**src/rtl/cfgLoaderPkg.sv**
```systemverilog
package cfgLoaderPkg;

  typedef enum logic [2:0] {
    ST_IDLE,
    ST_PROG,
    ST_WAITINIT,
    ST_READY,
    ST_SETUP,
    ST_HIGH
  } cfgStateT;

  // strobes from control to datapath
  typedef struct packed {
    logic latchBit;   // capture bus bit 0 into serial data
    logic driveProg;  // program line low
    logic clkHigh;    // configuration clock high
    logic cntClr;     // restart the phase counter
    logic inMode;     // configuration mode active
    logic accepting;  // waiting for the next data bit
  } cfgStrobeT;

endpackage

```
**src/rtl/cfgDatapath.sv**
```systemverilog
module cfgDatapath
  import cfgLoaderPkg::*;
#(
  parameter int CNT_W       = 4,
  parameter int SYNC_STAGES = 2
) (
  input  logic             clk,
  input  logic             rstN,
  input  cfgStrobeT        strobe,
  input  logic             busBit,
  input  logic             cfgInit,
  input  logic             cfgDone,
  output logic [CNT_W-1:0] cnt,
  output logic             initSync,
  output logic             doneSync,
  output logic             cfgProgN,
  output logic             cfgClk,
  output logic             cfgDin,
  output logic             cfgActive,
  output logic             cfgReady
);

  logic [SYNC_STAGES-1:0] initPipe;
  logic [SYNC_STAGES-1:0] donePipe;

  // synchronizer chains, one stage per generate step
  for (genvar g = 0; g < SYNC_STAGES; g++) begin : gSync
    if (g == 0) begin : gFirst
      always_ff @(posedge clk) begin
        if (!rstN) begin
          initPipe[g] <= 1'b0;
          donePipe[g] <= 1'b0;
        end else begin
          initPipe[g] <= cfgInit;
          donePipe[g] <= cfgDone;
        end
      end
    end else begin : gNext
      always_ff @(posedge clk) begin
        if (!rstN) begin
          initPipe[g] <= 1'b0;
          donePipe[g] <= 1'b0;
        end else begin
          initPipe[g] <= initPipe[g-1];
          donePipe[g] <= donePipe[g-1];
        end
      end
    end
  end

  assign initSync = initPipe[SYNC_STAGES-1];
  assign doneSync = donePipe[SYNC_STAGES-1];

  // phase counter
  always_ff @(posedge clk) begin
    if (!rstN || strobe.cntClr) cnt <= '0;
    else                        cnt <= cnt + 1'b1;
  end

  // registered outputs to the devices
  always_ff @(posedge clk) begin
    if (!rstN) begin
      cfgProgN  <= 1'b1;
      cfgClk    <= 1'b0;
      cfgDin    <= 1'b0;
      cfgActive <= 1'b0;
      cfgReady  <= 1'b0;
    end else begin
      cfgProgN  <= ~strobe.driveProg;
      cfgClk    <= strobe.clkHigh;
      cfgActive <= strobe.inMode;
      cfgReady  <= strobe.accepting;
      if (strobe.latchBit) cfgDin <= busBit;
    end
  end

endmodule

```
**src/rtl/cfgControl.sv**
```systemverilog
module cfgControl
  import cfgLoaderPkg::*;
#(
  parameter int PROG_CYC  = 8,
  parameter int SETUP_CYC = 2,
  parameter int HIGH_CYC  = 2,
  parameter int CNT_W     = 4
) (
  input  logic             clk,
  input  logic             rstN,
  input  logic             startCmd,
  input  logic             abortCmd,
  input  logic             memWrEn,
  input  logic             initSync,
  input  logic             doneSync,
  input  logic [CNT_W-1:0] cnt,
  output cfgStrobeT        strobe
);

  localparam logic [CNT_W-1:0] PROG_LAST  = CNT_W'(PROG_CYC - 1);
  localparam logic [CNT_W-1:0] SETUP_LAST = CNT_W'(SETUP_CYC - 1);
  localparam logic [CNT_W-1:0] HIGH_LAST  = CNT_W'(HIGH_CYC - 1);

  cfgStateT state, stateNext;

  always_ff @(posedge clk) begin
    if (!rstN) state <= ST_IDLE;
    else       state <= stateNext;
  end

  always_comb begin
    stateNext       = state;
    strobe          = '0;
    strobe.driveProg = (state == ST_PROG);
    strobe.clkHigh   = (state == ST_HIGH);
    strobe.inMode    = (state != ST_IDLE);
    strobe.accepting = (state == ST_READY);

    if (abortCmd) begin
      stateNext = ST_IDLE;
    end else if (startCmd) begin
      stateNext     = ST_PROG;
      strobe.cntClr = 1'b1;
    end else begin
      unique case (state)
        ST_IDLE: stateNext = ST_IDLE;
        ST_PROG: begin
          if (cnt == PROG_LAST) begin
            stateNext     = ST_WAITINIT;
            strobe.cntClr = 1'b1;
          end
        end
        ST_WAITINIT: begin
          if (initSync) stateNext = ST_READY;
        end
        ST_READY: begin
          if (doneSync) begin
            stateNext = ST_IDLE;
          end else if (memWrEn) begin
            stateNext       = ST_SETUP;
            strobe.latchBit = 1'b1;
            strobe.cntClr   = 1'b1;
          end
        end
        ST_SETUP: begin
          if (cnt == SETUP_LAST) begin
            stateNext     = ST_HIGH;
            strobe.cntClr = 1'b1;
          end
        end
        ST_HIGH: begin
          if (cnt == HIGH_LAST) begin
            stateNext     = ST_READY;
            strobe.cntClr = 1'b1;
          end
        end
        default: stateNext = ST_IDLE;
      endcase
    end
  end

endmodule

```
**src/rtl/cfgSerialLoader.sv**
```systemverilog
module cfgSerialLoader
  import cfgLoaderPkg::*;
#(
  parameter int          ADDR_W      = 10,
  parameter int          BUS_W       = 16,
  parameter logic [9:0]  CTRL_ADDR   = 10'h300,
  parameter logic [7:0]  START_CODE  = 8'hC5,
  parameter logic [7:0]  ABORT_CODE  = 8'h3A,
  parameter int          PROG_CYC    = 8,
  parameter int          SETUP_CYC   = 2,
  parameter int          HIGH_CYC    = 2,
  parameter int          SYNC_STAGES = 2
) (
  input  logic              clk,
  input  logic              rstN,
  input  logic              ioWrEn,
  input  logic [ADDR_W-1:0] ioWrAddr,
  input  logic [7:0]        ioWrData,
  input  logic              ioRdEn,
  input  logic [ADDR_W-1:0] ioRdAddr,
  output logic [7:0]        ioRdData,
  input  logic              memWrEn,
  input  logic [BUS_W-1:0]  busData,
  input  logic              cfgInit,
  input  logic              cfgDone,
  output logic              cfgProgN,
  output logic              cfgClk,
  output logic              cfgDin,
  output logic              cfgActive
);

  localparam int MAX_A   = (PROG_CYC > SETUP_CYC) ? PROG_CYC : SETUP_CYC;
  localparam int MAX_CYC = (MAX_A > HIGH_CYC) ? MAX_A : HIGH_CYC;
  localparam int CNT_W   = $clog2(MAX_CYC + 1);
  localparam logic [ADDR_W-1:0] SEL_ADDR = ADDR_W'(CTRL_ADDR);

  cfgStrobeT        strobe;
  logic [CNT_W-1:0] cnt;
  logic             initSync, doneSync, cfgReady;
  logic             ctrlWr, startCmd, abortCmd;
  logic             unusedUpper;

  assign ctrlWr   = ioWrEn && (ioWrAddr == SEL_ADDR);
  assign startCmd = ctrlWr && (ioWrData == START_CODE);
  assign abortCmd = ctrlWr && (ioWrData == ABORT_CODE);
  assign unusedUpper = ^busData[BUS_W-1:1];

  cfgControl #(
    .PROG_CYC (PROG_CYC),
    .SETUP_CYC(SETUP_CYC),
    .HIGH_CYC (HIGH_CYC),
    .CNT_W    (CNT_W)
  ) uControl (
    .clk      (clk),
    .rstN     (rstN),
    .startCmd (startCmd),
    .abortCmd (abortCmd),
    .memWrEn  (memWrEn),
    .initSync (initSync),
    .doneSync (doneSync),
    .cnt      (cnt),
    .strobe   (strobe)
  );

  cfgDatapath #(
    .CNT_W      (CNT_W),
    .SYNC_STAGES(SYNC_STAGES)
  ) uDatapath (
    .clk      (clk),
    .rstN     (rstN),
    .strobe   (strobe),
    .busBit   (busData[0]),
    .cfgInit  (cfgInit),
    .cfgDone  (cfgDone),
    .cnt      (cnt),
    .initSync (initSync),
    .doneSync (doneSync),
    .cfgProgN (cfgProgN),
    .cfgClk   (cfgClk),
    .cfgDin   (cfgDin),
    .cfgActive(cfgActive),
    .cfgReady (cfgReady)
  );

  always_comb begin
    if (ioRdEn && (ioRdAddr == SEL_ADDR))
      ioRdData = {4'b0000, cfgReady, cfgActive, doneSync, initSync};
    else
      ioRdData = 8'h00;
  end

endmodule

```
**config.mk**
```make
export PLATFORM = sky130hd
export DESIGN_NAME = cfgSerialLoader
export DESIGN_NICKNAME = d
export VERILOG_FILES = /design/src/rtl/cfgLoaderPkg.sv /design/src/rtl/cfgDatapath.sv /design/src/rtl/cfgControl.sv /design/src/rtl/cfgSerialLoader.sv
export SDC_FILE = /design/constraint.sdc
export NUM_CORES = 1
export LEC_CHECK = 0
export BUFFER_PORTS_ARGS = -buffer_cell sky130_fd_sc_hd__buf_4
export CELL_PAD_IN_SITES_DETAIL_PLACEMENT = 1
export CELL_PAD_IN_SITES_GLOBAL_PLACEMENT = 1
export CORE_MARGIN = 5
export CORE_UTILIZATION = 24
export DETAILED_ROUTE_END_ITERATION = 10
export PLACE_DENSITY_LB_ADDON = 0.1
export SETUP_SLACK_MARGIN = 0.5
export SKIP_CTS_REPAIR_TIMING = 1
export SLEW_MARGIN = 20
export SYNTH_ARGS = -nofsm -noshare
export SYNTH_HDL_FRONTEND = slang
export SYNTH_SLANG_ARGS = --single-unit
export TNS_END_PERCENT = 1
```
**constraint.sdc**
```tcl
create_clock -name clk -period 1.41 [get_ports clk]
set_input_delay 0.141 -clock clk [delete_from_list [all_inputs] [get_ports clk]]
set_output_delay 0.141 -clock clk [all_outputs]
set_load 0.05 [all_outputs]
```
### After elaboration in Yosys (flattened, before gate mapping)

Index checks and enable logic that the tools add are counted.

| word-level totals | value |
|---|---|
| flip-flop bits (word level) | 16 |
| logic and storage cells | 67 |
| output and inout bits | 12 |
| input port bits | 51 |

| cells by class | value |
|---|---|
| reduce and logical (&&, ||, !) cells | 12 |
| add/subtract/negate cells | 1 |
| equality and inequality tests | 21 |
| muxes and demuxes | 19 |
| bitwise operators | 2 |

Operators with widths:

| kind | count |
|---|---|
| 10-bit equality test, second input constant | 2 |
| 3-bit two-way mux | 6 |
| 3-bit case mux with 5 select lines | 1 |
| 1-bit two-way mux | 10 |
| 5-bit AND reduction | 2 |
| 3-bit != test, second input constant | 3 |
| 8-bit by 6-bit equality test with 1-bit output, second input constant | 1 |
| 8-bit equality test, second input constant | 1 |
| 3-bit by 2-bit equality test with 1-bit output, second input constant | 2 |
| 3-bit equality test, second input constant | 2 |
| 3-bit by 2-bit != test with 1-bit output, second input constant | 2 |
| 4-bit by 1-bit adder with 4-bit output, second input constant | 1 |
| 4-bit by 1-bit equality test with 1-bit output, second input constant | 1 |
| 4-bit by 3-bit equality test with 1-bit output, second input constant | 1 |
| 1-bit logical AND | 4 |
| 4-bit two-way mux | 1 |
| 2-bit by 1-bit != test with 1-bit output, second input constant | 2 |
| 2-bit != test, second input constant | 2 |
| 4-bit != test, second input constant | 1 |
| 2-bit OR reduction | 2 |
| 3-bit by 1-bit equality test with 1-bit output, second input constant | 1 |
| 1-bit case mux with 3 select lines | 1 |
| 3-bit nonzero test | 1 |
| 3-bit OR reduction | 1 |
| other kinds (3) | 4 |

### Longest topological paths before layout

| depth | value |
|---|---|
| word-level depth | 6 |
| depth in mapped cells | 7 |
| gate-level depth less buffers | 7 |

### Cells and area by module

From an unflattened synthesis, not the netlist that was laid out.

| second synthesis, totals | value |
|---|---|
| cells, all modules | 99 |
| area total of the unflattened synthesis | 863.3 um^2 |

Modules (own cells, without submodules):

| module | seq. area each (um^2) | area each (um^2) | cells an instance | times used |
|---|---|---|---|---|
| cfgDatapath | 260.2 | 402.9 | 35 | 1 |
| cfgControl | 60.1 | 290.3 | 39 | 1 |
| cfgSerialLoader | 0.0 | 170.2 | 25 | 1 |

### Least setup slack after synthesis

Ideal clock, no wire load.

| timing | value |
|---|---|
| kind | input port to output port |
| start point | input ioRdAddr[5] |
| end point | output ioRdData[0] |
| path buffers | 0 |
| arrival time | 1.271 ns |
| required time | 1.269 ns |
| path slack | -0.002 ns |
| cell stages on the path | 4 |
| cells stage by stage | nor4b_1 nand4_1 nor4_1 and2_1 |

| on the way | value |
|---|---|
| longest elaborated chain between the ends | 3 |

RTL lines:

| element | line | RTL |
|---|---|---|
| start, declared | cfgSerialLoader.sv:20 | `input logic [ADDR_W-1:0] ioRdAddr,` |
| 10-bit equality test | cfgSerialLoader.sv:86 | `if (ioRdEn && (ioRdAddr == SEL_ADDR))` |
| 1-bit logical AND | cfgSerialLoader.sv:86 |  |
| 4-bit two-way mux | cfgSerialLoader.sv:86 |  |
| end, declared | cfgSerialLoader.sv:21 | `output logic [7:0] ioRdData,` |

No other way between the ends.

### Worst setup path after layout

| timing | value |
|---|---|
| start point | register uDatapath.cnt[1] |
| end point | register uControl.state[0] |

| on the way | value |
|---|---|
| longest elaborated chain between the ends | 3 |
| elaborated cells between the ends (all ways) | 6 |
| classes of those cells | 5 x eq/ne; 1 x reduce/logical |

RTL lines:

| element | line | RTL |
|---|---|---|
| start, declared | cfgDatapath.sv:13 | `output logic [CNT_W-1:0] cnt,` |
| start signal, assigned | cfgDatapath.sv:57 | `else cnt <= cnt + 1'b1;` |
| 4-bit by 3-bit equality test with 1-bit output / 4-bit by 1-bit equality test with 1-bit output (equally long branches) | cfgControl.sv:48, cfgControl.sv:66, cfgControl.sv:72 |  |
| 3-bit != test (no source line) / 3-bit by 2-bit != test with 1-bit output (equally long branches) | - |  |
| 5-bit AND reduction (no source line) * | - |  |
| end signal, assigned | cfgControl.sv:28 | `else state <= stateNext;` |
| end, declared | cfgControl.sv:24 | `cfgStateT state, stateNext;` |

Every way passes the cells marked *; elsewhere a longest branch is shown, timed or not.
A chain may end at the register's enable or synchronous reset.

==> impl_metrics.tcl <==
set metrics [dict create \
    die-area_mm2 0.004909 \
    cts_tree "done" \
    path_cells "inv_1 -> ha_1 -> nor3b_4 -> o22ai_2 -> nor3b_2 -> o21ai_2 -> a211oi_2" \
    cp_num_buf_inv 1 \
    hold_violations 0 \
    rows 21 \
    initial_core_util_pct 25.35 \
    async_reset_ff_share_pct 0 \
    maxCapViolCount 0 \
    netlist_area_um2 865.8 \
    worst_clock_skew_ps 5.946 \
    startpoint "uDatapath.cnt[1]$_SDFF_PP0_" \
    yosysWarningCount 0 \
    start_kind "flip-flop" \
    setup_viol 3 \
    synth.area.top_cells "dfxtp_1 (37%), and2_1 (5.8%), buf_4 (5.2%), nor2_1 (4.3%), a21oi_1 (2.9%)" \
    max_freq_mhz 668.4 \
    syn_inst 98 \
    via_count 882 \
    setup.worst_path.class "reg2reg" \
    synth_edf_count 0 \
    critPathSlowestCell "dfxtp_2" \
    setup_slack_ps -86.05 \
    placed_cells 192 \
    status "finished, violations left" \
    drive_gt1_share_pct 54.30 \
    track_usage_pct 10.67 \
    grt_start_max_net_pins 11 \
    synth_common_cells "dfxtp_1 (16), nor2_1 (10), and2_1 (8)" \
    cts_max_level 1 \
    p_per_area_mw_per_mm2 745.0 \
    area_growth_pct 69.36 \
    first_global_vias 947 \
    antenna_found_initial 0 \
    grt_pass1_wl_um 4215 \
    fin_util_pct 42.93 \
    viasPerCell 4.477 \
    crit_path_end_kind "flip-flop" \
    gr-total-overflow 0 \
    layoutNonFillerInstCount 197 \
    io_buffers 43 \
    yosysMostFrequentCell "dfxtp_1" \
    drtIter0Drc 31 \
    cts.sinks 16 \
    ir_worst_vdd_mv 0.3486 \
    gp_congestion 0.7469 \
    multi_input_area_um2 570.5 \
    critical_path.top_delay_family "simple AND/OR/NAND/NOR gates" \
    synth.top_cell.area_share_pct 36.99 \
    min_period_ps 1496 \
    slowest_delay_ps 340 \
    finalPower_uw 1092 \
    synth-main-ff-cell "dfxtp_1" \
    finalCritPeriodShare_pct 106.1 \
    r2r-start "uDatapath.cnt[1]$_SDFF_PP0_" \
    min_path_type "in2reg" \
    crit_path_max_fanout 4 \
    yosys.area.top_type "dfxtp_1" \
    ff_latch_area_um2 332.8 \
    cts_root_buf "clkbuf_4" \
    core_mm2 0.003416 \
    syn_area_per_cell_um2 8.835 \
    insertion_delay_ps 300 \
    die_h_um 70.07 \
    cp_data_arrival_time_ps 1720 \
    ys_ff_latch 16 \
    seq_area_frac_synth_pct 36.99 \
    drt_wl_total_um 2679 \
    fin_nets 205 \
    drtPass1Iterations 4 \
    wire_per_inst_um 13.60 \
    maxSlewViolCount 0 \
    rsz0062_at_grt "yes" \
    cts_buffers 3 \
    antennaDiodeCount 0 \
    p_leak_uw 0.0006497 \
    hold_start "cfgInit" \
    fillCellCount 399 \
    post-route-drc-count 0 \
    dp_hpwl_um 2195 \
    io_pins 63 \
    ant_nets 0 \
    synth_cell_types 37 \
    die_w_um 70.07 \
    clk_pin_slew_worst_paths_ps 100 \
    clock_path_buffers 2 \
    violations "negative setup slack" \
    crit_required_ps 1640 \
]
-- final timing paths --
kind,cells after the start,endpoint,slack [ps]
setup / recovery,7,uControl.state[0]$_SDFFE_PP0P_,-90
hold / removal,2,uDatapath.initPipe[0]$_SDFF_PN0_,50
hold reg to reg,1,uDatapath.cnt[0]$_SDFF_PP0_,450
setup reg to reg,7,uControl.state[0]$_SDFFE_PP0P_,-90
-- where the power goes --
part           switching [µW]  internal (µW)  leakage [µW]
logic                     126            147      0.000495
clock network             158            158     0.0000210
registers                26.4            477      0.000133
total                     311            782      0.000650
-- through the flow --
step | TNS (ps) | instance area [µm²] | hold slack (ps) | setup WS, ps
6_report | -106.0 | 1466 | 48.12 | -86.05
5_1_grt | -900.2 | 1466 | 29.76 | -198.8
4_1_cts | -1058 | 1336 | 37.38 | -221.0
3_5_place_dp | -1032 | 1300 | 353.8 | -220.8
3_3_place_gp | -185.9 | 1300 | 347.9 | -37.89
2_1_floorplan | 0 | 908.4 | 268.3 | 159.6
-- worst register-to-register path: cells and delay by family (launching register included) --
| kind | cells | cell delay [ps] |
|---|---|---|
| simple gates | 2 | 480 |
| compound gates | 3 | 430 |
| flops | 1 | 340 |
| fa+ha+maj | 1 | 140 |
| buf+inv | 1 | 50 |
-- state kept, by name, summed over array words and instances (netlist names) --
register             count
uDatapath.donePipe       1
uDatapath.cfgReady       1
uDatapath.cfgActive      1
uDatapath.doneSync       1
uDatapath.initPipe       1
uDatapath.cnt            4
uControl.state           3
uDatapath.cfgDin         1
uDatapath.initSync       1
uDatapath.cfgClk         1
uDatapath.cfgProgN       1
-- final cells by class --
cell class / instances / area share (%)
multi-input cells: 76 / 38.91
repair buffers: 53 / 31.48
flip-flops and latches: 16 / 22.70
well taps: 46 / 3.925
clock buffers: 4 / 2.474
inverters: 2 / 0.5119
-- layer usage --
layer  vias up  part of all wire, %  GRT usage [%]
li1        442                    -              -
met3         3                  7.2          4.448
met4         0                 0.60          2.553
met2        27                   53          19.10
met5         -                    0              0
met1       410                   39          11.59
-- cells by family (layout without fill, tap and decap cells) --
logic type / after synthesis / after routing / share of synthesized area (%)
other: 1 / 4 / 0.4331
AO/OA/AOI/OAI: 13 / 13 / 10.12
buffers and inverters: 9 / 59 / 6.502
XOR/XNOR: 2 / 2 / 2.023
flip-flops: 16 / 16 / 36.99
adder cells (fa/ha/maj): 2 / 2 / 2.890
AND/OR/NAND/NOR: 55 / 55 / 41.04
-- cells in the final DEF, fill, tap and decap left out, drive strengths merged, types with 3 or more instances in the layout --
cell type / instances
nor3b: 3
nor3: 4
clkbuf: 4
buf: 53
nor2: 10
dfxtp: 16
nand2: 5
conb: 4
and2: 8
nand2b: 4
nand4: 3
a21oi: 5
nand3b: 3
Power figures use the tool's default switching activity.
